[src/rtl/pnp_pkg.sv]
package pnp_pkg;

  typedef enum logic [1:0] {
    ST_WAIT_KEY = 2'd0,
    ST_SLEEP    = 2'd1,
    ST_ISOLATE  = 2'd2,
    ST_CONFIG   = 2'd3
  } card_state_e;

  localparam logic [11:0] ADDR_PORT = 12'h279;
  localparam logic [11:0] DATA_PORT = 12'hA79;

  localparam logic [7:0] REG_RDPORT   = 8'h00;
  localparam logic [7:0] REG_CTL      = 8'h02;
  localparam logic [7:0] REG_WAKE     = 8'h03;
  localparam logic [7:0] REG_STATUS   = 8'h05;
  localparam logic [7:0] REG_CSN      = 8'h06;
  localparam logic [7:0] REG_LDN      = 8'h07;
  localparam logic [7:0] REG_ACT      = 8'h30;
  localparam logic [7:0] REG_RANGE    = 8'h31;
  localparam logic [7:0] REG_CFG_BASE = 8'h40;

  localparam int CTL_RESET  = 0;
  localparam int CTL_WFK    = 1;
  localparam int CTL_RSTCSN = 2;

endpackage

[src/rtl/pnp_bus_decode.sv]
module pnp_bus_decode
  import pnp_pkg::*;
#(
  parameter int AW = 12,
  parameter int PW = 10
) (
  input  logic          clk,
  input  logic          rst_n,
  input  logic          io_wr,
  input  logic          io_rd,
  input  logic [AW-1:0] io_addr,
  input  logic [7:0]    io_wdata,
  input  logic [PW-1:0] read_port,
  output logic [7:0]    reg_sel,
  output logic          data_we,
  output logic          rd_hit
);

  logic addr_we;

  assign addr_we = io_wr && (io_addr == AW'(ADDR_PORT));
  assign data_we = io_wr && (io_addr == AW'(DATA_PORT));
  assign rd_hit  = io_rd && (io_addr == AW'(read_port));

  always_ff @(posedge clk or negedge rst_n) begin
    if (!rst_n) reg_sel <= 8'h00;
    else if (addr_we) reg_sel <= io_wdata;
  end


  latch_src_chk: assert property (@(posedge clk) disable iff (!rst_n)
    !$stable(reg_sel) |-> $past(io_wr && (io_addr == AW'(ADDR_PORT))));

endmodule

[src/rtl/pnp_card_fsm.sv]
module pnp_card_fsm
  import pnp_pkg::*;
#(
  parameter int NDEV = 4,
  parameter int LDW  = $clog2(NDEV),
  parameter int PW   = 10
) (
  input  logic          clk,
  input  logic          rst_n,
  input  logic          key_ok,
  input  logic          isolation_lost,
  input  logic          data_we,
  input  logic [7:0]    reg_sel,
  input  logic [7:0]    wdata,
  output card_state_e   state,
  output logic [7:0]    csn,
  output logic [LDW-1:0] ldn,
  output logic [PW-1:0] read_port,
  output logic          index_clr,
  output logic          clr_act,
  output logic          dev_we
);

  logic awake;

  assign awake   = (state != ST_WAIT_KEY);
  assign clr_act = data_we && awake && (reg_sel == REG_CTL) && wdata[CTL_RESET];
  assign dev_we  = data_we && (state == ST_CONFIG);

  always_ff @(posedge clk or negedge rst_n) begin
    if (!rst_n) begin
      state     <= ST_WAIT_KEY;
      csn       <= 8'h00;
      ldn       <= '0;
      read_port <= '0;
      index_clr <= 1'b0;
    end else begin
      index_clr <= 1'b0;
      if (!awake) begin
        if (key_ok) state <= ST_SLEEP;
      end else if (data_we) begin
        case (reg_sel)
          REG_RDPORT: begin
            if (state == ST_ISOLATE) read_port <= PW'({wdata, 2'b11});
          end
          REG_CTL: begin
            if (wdata[CTL_RSTCSN]) csn <= 8'h00;
            if (wdata[CTL_WFK]) state <= ST_WAIT_KEY;
          end
          REG_WAKE: begin
            if (wdata != csn) begin
              if (state == ST_ISOLATE || state == ST_CONFIG) state <= ST_SLEEP;
            end else begin
              index_clr <= 1'b1;
              if (state == ST_SLEEP)
                state <= (wdata == 8'h00) ? ST_ISOLATE : ST_CONFIG;
            end
          end
          REG_CSN: begin
            if (state == ST_ISOLATE) begin
              csn   <= wdata;
              state <= ST_CONFIG;
            end
          end
          REG_LDN: begin
            if (state == ST_CONFIG && int'(wdata) < NDEV) ldn <= wdata[LDW-1:0];
          end
          default: ;
        endcase
      end else if (isolation_lost && state == ST_ISOLATE) begin
        state <= ST_SLEEP;
      end
    end
  end


  wfk_exit_chk: assert property (@(posedge clk) disable iff (!rst_n)
    (state == ST_WAIT_KEY) |=> (state == ST_WAIT_KEY || state == ST_SLEEP));


  csn_src_chk: assert property (@(posedge clk) disable iff (!rst_n)
    !$stable(csn) |-> ($past(state) == ST_ISOLATE || csn == 8'h00));


  rdport_src_chk: assert property (@(posedge clk) disable iff (!rst_n)
    !$stable(read_port) |-> ($past(state) == ST_ISOLATE));


  idx_awake_chk: assert property (@(posedge clk) disable iff (!rst_n)
    index_clr |-> (state != ST_WAIT_KEY));

endmodule

[src/rtl/pnp_dev_regs.sv]
module pnp_dev_regs
  import pnp_pkg::*;
#(
  parameter int NDEV = 4,
  parameter int NCFG = 8,
  parameter int LDW  = $clog2(NDEV)
) (
  input  logic            clk,
  input  logic            rst_n,
  input  logic            wr_en,
  input  logic            clr_act,
  input  logic [7:0]      reg_sel,
  input  logic [7:0]      wdata,
  input  logic [LDW-1:0]  ldn,
  output logic [NDEV-1:0] act,
  output logic [2*NDEV-1:0] rng,
  output logic [7:0]      rdata
);

  localparam int CIW = (NCFG > 1) ? $clog2(NCFG) : 1;

  logic [7:0]     cfg_off;
  logic           cfg_hit;
  logic [CIW-1:0] cidx;
  logic [7:0]     dev_rd [NDEV];

  assign cfg_off = reg_sel - REG_CFG_BASE;
  assign cfg_hit = (reg_sel >= REG_CFG_BASE) && (cfg_off < 8'(NCFG));
  assign cidx    = cfg_off[CIW-1:0];
  assign rdata   = dev_rd[ldn];

  for (genvar d = 0; d < NDEV; d++) begin : g_dev
    logic       sel;
    logic       a_q;
    logic [1:0] r_q;
    logic [7:0] c_q [NCFG];
    logic [7:0] rd_l;

    assign sel          = wr_en && (ldn == LDW'(d));
    assign act[d]       = a_q;
    assign rng[2*d +: 2] = r_q;
    assign dev_rd[d]    = rd_l;

    always_ff @(posedge clk or negedge rst_n) begin
      if (!rst_n) begin
        a_q <= 1'b0;
        r_q <= 2'b00;
        for (int i = 0; i < NCFG; i++) c_q[i] <= 8'h00;
      end else begin
        if (clr_act) a_q <= 1'b0;
        else if (sel && reg_sel == REG_ACT) a_q <= wdata[0];
        if (sel && reg_sel == REG_RANGE) r_q <= wdata[1:0];
        if (sel && cfg_hit) c_q[cidx] <= wdata;
      end
    end

    always_comb begin
      if (reg_sel == REG_ACT) rd_l = {7'b0, a_q};
      else if (reg_sel == REG_RANGE) rd_l = {6'b0, r_q};
      else if (cfg_hit) rd_l = c_q[cidx];
      else rd_l = 8'hFF;
    end
  end


  act_gate_chk: assert property (@(posedge clk) disable iff (!rst_n)
    !$stable(act) |-> $past(wr_en || clr_act));


  rng_gate_chk: assert property (@(posedge clk) disable iff (!rst_n)
    !$stable(rng) |-> $past(wr_en));

endmodule

[src/rtl/pnp_card_ctrl.sv]
module pnp_card_ctrl
  import pnp_pkg::*;
#(
  parameter int NDEV = 4,
  parameter int NCFG = 8,
  parameter int AW   = 12,
  parameter int PW   = 10,
  parameter int LDW  = $clog2(NDEV)
) (
  input  logic              clk,
  input  logic              rst_n,
  input  logic              io_wr,
  input  logic              io_rd,
  input  logic [AW-1:0]     io_addr,
  input  logic [7:0]        io_wdata,
  input  logic              key_ok,
  input  logic              isolation_lost,
  output logic              rd_valid,
  output logic [7:0]        rd_data,
  output logic [1:0]        card_state,
  output logic [7:0]        csn,
  output logic [LDW-1:0]    ldn,
  output logic [PW-1:0]     read_port,
  output logic              index_clr,
  output logic [NDEV-1:0]   dev_active,
  output logic [2*NDEV-1:0] dev_range
);

  logic [7:0]  reg_sel;
  logic        data_we;
  logic        rd_hit;
  logic        clr_act;
  logic        dev_we;
  logic [7:0]  dev_rdata;
  logic [7:0]  rd_mux;
  card_state_e state;

  assign card_state = state;

  pnp_bus_decode #(.AW(AW), .PW(PW)) u_dec (
    .clk(clk), .rst_n(rst_n), .io_wr(io_wr), .io_rd(io_rd),
    .io_addr(io_addr), .io_wdata(io_wdata), .read_port(read_port),
    .reg_sel(reg_sel), .data_we(data_we), .rd_hit(rd_hit)
  );

  pnp_card_fsm #(.NDEV(NDEV), .LDW(LDW), .PW(PW)) u_fsm (
    .clk(clk), .rst_n(rst_n), .key_ok(key_ok), .isolation_lost(isolation_lost),
    .data_we(data_we), .reg_sel(reg_sel), .wdata(io_wdata),
    .state(state), .csn(csn), .ldn(ldn), .read_port(read_port),
    .index_clr(index_clr), .clr_act(clr_act), .dev_we(dev_we)
  );

  pnp_dev_regs #(.NDEV(NDEV), .NCFG(NCFG), .LDW(LDW)) u_dev (
    .clk(clk), .rst_n(rst_n), .wr_en(dev_we), .clr_act(clr_act),
    .reg_sel(reg_sel), .wdata(io_wdata), .ldn(ldn),
    .act(dev_active), .rng(dev_range), .rdata(dev_rdata)
  );

  always_comb begin
    rd_mux = 8'hFF;
    if (rd_hit && state == ST_CONFIG) begin
      case (reg_sel)
        REG_STATUS: rd_mux = 8'h01;
        REG_CSN:    rd_mux = csn;
        REG_LDN:    rd_mux = 8'(ldn);
        default:    rd_mux = dev_rdata;
      endcase
    end
  end

  always_ff @(posedge clk or negedge rst_n) begin
    if (!rst_n) begin
      rd_valid <= 1'b0;
      rd_data  <= 8'hFF;
    end else begin
      rd_valid <= io_rd;
      if (io_rd) rd_data <= rd_mux;
    end
  end


  rd_idle_chk: assert property (@(posedge clk) disable iff (!rst_n)
    (rd_valid && $past(state) != ST_CONFIG) |-> (rd_data == 8'hFF));


  rd_beat_chk: assert property (@(posedge clk) disable iff (!rst_n)
    rd_valid |-> $past(io_rd));

endmodule

[config.mk]
export PLATFORM = sky130hd
export DESIGN_NAME = pnp_card_ctrl
export DESIGN_NICKNAME = d
export VERILOG_FILES = /design/src/rtl/pnp_pkg.sv /design/src/rtl/pnp_bus_decode.sv /design/src/rtl/pnp_card_fsm.sv /design/src/rtl/pnp_dev_regs.sv /design/src/rtl/pnp_card_ctrl.sv
export SDC_FILE = /design/constraint.sdc
export NUM_CORES = 1
export LEC_CHECK = 0
export ABC_AREA = 1
export BUFFER_PORTS_ARGS = -buffer_cell sky130_fd_sc_hd__buf_2
export CORE_ASPECT_RATIO = 1.5
export CORE_MARGIN = 5
export CORE_UTILIZATION = 50
export DETAILED_ROUTE_END_ITERATION = 16
export HOLD_SLACK_MARGIN = 0.02
export PLACE_DENSITY = 0.72
export SYNTH_ARGS = -nofsm -noshare
export SYNTH_HDL_FRONTEND = slang
export SYNTH_SLANG_ARGS = --single-unit
[constraint.sdc]
create_clock -name clk -period 2.2 [get_ports clk]
set_clock_uncertainty 0.2 [all_clocks]
set_input_delay 0.44 -clock clk [delete_from_list [all_inputs] [get_ports clk]]
set_output_delay 0.44 -clock clk [all_outputs]
set_load 0.05 [all_outputs]
==> impl_metrics.yaml <==
placement:
  place_congestion: 0.916
  io_buffers: 69
  dp_hpwl_um: 27800
  pre_cts_slack_ps: -263
global_routing:
  grt_usage_pct: 27.0
  grt_pass1_wl_um: 69300
  first_global_vias: 12900
  grt-ovfl-total: 0
  antenna_found_initial: 0
  grt_max_degree: 79
sta:
  drv_slew: 0
  period_share_pct: 101
  rsz0062_at_grt: "yes"
  fin_ws_ps: -32.3
  worst_slew_pin_slew_ps: 558
  tns_ps: -55.5
  fmax_mhz: 448
  final_hold_viol_count: 0
  period_needed_ps: 2230
  maxSlewHeadroom_pct: 62.8
  setup_viol: 2
detailed_routing:
  num_vias: 13300
  avgViaCountPerCell: 5.67
  ant_nets: 0
  wl_met3_um: 3210
  routedWlPerCell_um: 18.9
  drcViolationCount: 0
  route.met2.wl_um: 21400
  drt-total-wl_um: 44400
  dr.pass1.iters: 6
  drtIter0Drc: 1239
  top_layer_used: "met4"
  m1WireLength_um: 17000
power:
  powerDensity_mw_per_mm2: 625
  peakVddDrop_uv: 455
  p_leak_nw: 8.20
setup_path:
  crit_arrival_ps: 2520
  worstSetupPathType: "register to register"
  critPathTopFamily: "simple AND/OR/NAND/NOR gates"
  slowest_delay_ps: 510
  critical_path.most_common_cell: "nand2_1"
  r2r_start: "u_dec.reg_sel[0]"
  crit_start: "u_dec.reg_sel[0]"
  cp.depth: 11
  rrSetupSlack_ps: -30
  setup.worst_path.start_class: "register"
  worst-path-buf-inv: 2
  worst_setup_path_endpoint: "rd_data[4]"
  regToRegEndpoint: "rd_data[4]"
  cp-end-kind: "register"
  r2r_cells: 11
  cp.required_ps: 2480
  critPathMaxFanout: 12
  worstPathCellList: "nor2_4 > buf_12 > bufbuf_16 > nand2_1 > nand4_1 > nand2_1 > nand2_1 > nand2_1 > o21ai_1 > nand2_1 > a21oi_1"
  critPathSlowestCell: "dfrtp_2"
logic_synthesis:
  netlist_top_cells_count: "nand2_1, o21ai_0, dfrtp_1, inv_1, nor2_1"
  syn-instance-count: 1832
  yosys.area.top_type: "dfrtp_1"
  synth_area_mm2: 0.0143
  seq_area_frac_synth_pct: 53.6
  syn-num-nets: 1858
  yosysWarnings: 0
  synth_area_leaders: "dfrtp_1, nand2_1, o21ai_0"
  synth_top_area_share_pct: 52.2
  async_flop_share_pct: 100
  synth_most_common_cell: "nand2_1"
  syn_area_per_cell_um2: 7.83
  synth_seq_cells: 307
  synthFlopType: "dfrtp_1"
  synth_edf_count: 0
  synth_cell_types: 32
clock_network:
  cts-buffers-inserted: 29
  insertion_delay_ps: 550
  cts_tree: "yes"
  clk_pin_slew_ps: 70
  cts_root_buf: "clkbuf_16"
  clock-sinks: 307
  cts_buffer_depth: 3
  htreeDepth: 1
final_layout:
  antenna_cells: 0
  utilization_pct: 62.2
  nNetsFinal: 2003
  drive_above_1_share_pct: 17.8
  area_delta_synth_final_pct: 23.7
job:
  max_cap_violations: 0
run_status:
  status: "finished with violations"
  violations: "negative setup slack"
floorplanning:
  ioPinCount: 70
  die_area_mm2: 0.0322
  core_area_mm2: 0.0285
  die_h_um: 217
  initial_core_util_pct: 50.3
  rows: 76
  die_x_um: 148
hold_path:
  hold_class: "primary input to async pin"
## cell usage in the layout, fill, tap and decap left out, types with 4 or more instances in the layout
cell / instances
a21oi_1: 48
a21oi_2: 4
buf_12: 36
buf_2: 70
buf_4: 94
buf_6: 12
buf_8: 4
clkbuf_1: 11
clkbuf_16: 33
clkbuf_8: 8
dfrtp_1: 295
dfrtp_2: 4
dfstp_2: 8
inv_1: 100
inv_2: 6
nand2_1: 640
nand2_2: 22
nand3_1: 48
nand3_2: 5
nand3b_1: 11
nand4_1: 34
nor2_1: 101
nor2_2: 4
nor2_4: 6
o211ai_1: 5
o21ai_0: 317
o21ai_1: 7
o21ai_2: 6
o22ai_1: 4
o31ai_4: 5
xnor2_1: 6
xor2_1: 4
## worst min-delay path by stage
stage	slack (ps)	endpoint
2_1_floorplan	-60	rd_valid
3_3_place_gp	90	u_dev.g_dev[1].c_q[53]
6_report	120	u_fsm.read_port[7]
4_1_cts	100	u_fsm.read_port[7]
3_5_place_dp	90	u_dev.g_dev[1].c_q[53]
5_1_grt	140	u_fsm.read_port[3]
## layer usage
layer,GRT usage [%],vias up
met5,0,-
met4,15.3,0
met3,3.18,160
met2,44.9,635
met1,34.3,6323
li1,-,6205
## sequential cells by signal (all words and copies together), names as in the netlist, 2 cells and up
name and flops:
u_fsm.state 2, rd_data 8, u_dev.g_dev.c_q 256, u_fsm.read_port 9
u_dev.g_dev.a_q 4, u_dec.reg_sel 8, u_fsm.ldn 2, u_fsm.csn 8
u_dev.g_dev.r_q 8
## report_power, final
| group | switching, mW | leakage [nW] | internal [mW] |
|---|---|---|---|
| combinational | 0.371 | 3.52 | 0.122 |
| clock | 2.11 | 0.450 | 2.82 |
| sequential | 0.0166 | 4.23 | 5.66 |
| total | 2.50 | 8.20 | 8.60 |
## logic make-up (layout without fill, tap and decap cells)
| group | after synthesis | in the layout | synth area share [%] |
|---|---|---|---|
| and+or+nand+nor | 889 | 889 | 25.1 |
| AOI/OAI and AO/OA | 403 | 403 | 14.4 |
| DFF | 307 | 307 | 53.6 |
| buffers and inverters | 223 | 389 | 6.26 |
| xor gates and xnor gates | 10 | 10 | 0.611 |
## stage by stage
step / instances / power [mW] / area [µm²] / hold WS (ps)
4_1_cts: 2334 / 11.2 / 17200 / 101
3_3_place_gp: 2269 / 6.24 / 16000 / 89.7
5_1_grt: 2349 / 11.4 / 17700 / 141
3_5_place_dp: 2269 / 6.25 / 16000 / 90.8
6_report: 2349 / 11.1 / 17700 / 116
2_1_floorplan: 1832 / 5.95 / 14300 / -55.6
## repair_timing
action | in CTS | in global routing
hold buffers | 3 | 0
setup endpoints to repair | 284 | 231
pin swaps | 2 | 16
cloned | 3 | 6
buffers inserted | 7 | 10
gates resized for setup | 30 | 98
endpoints found under the hold margin | 308 | 0
## cell type report
class,instances,area [µm²]
well taps,351,439
flip-flops and latches,307,7700
clock inverters,4,51.3
fillers,2356,10800
clock buffers,48,877
multi-input cells,1302,6080
inverters,112,434
repair buffers,225,2160
Power figures use the tool's default switching activity.
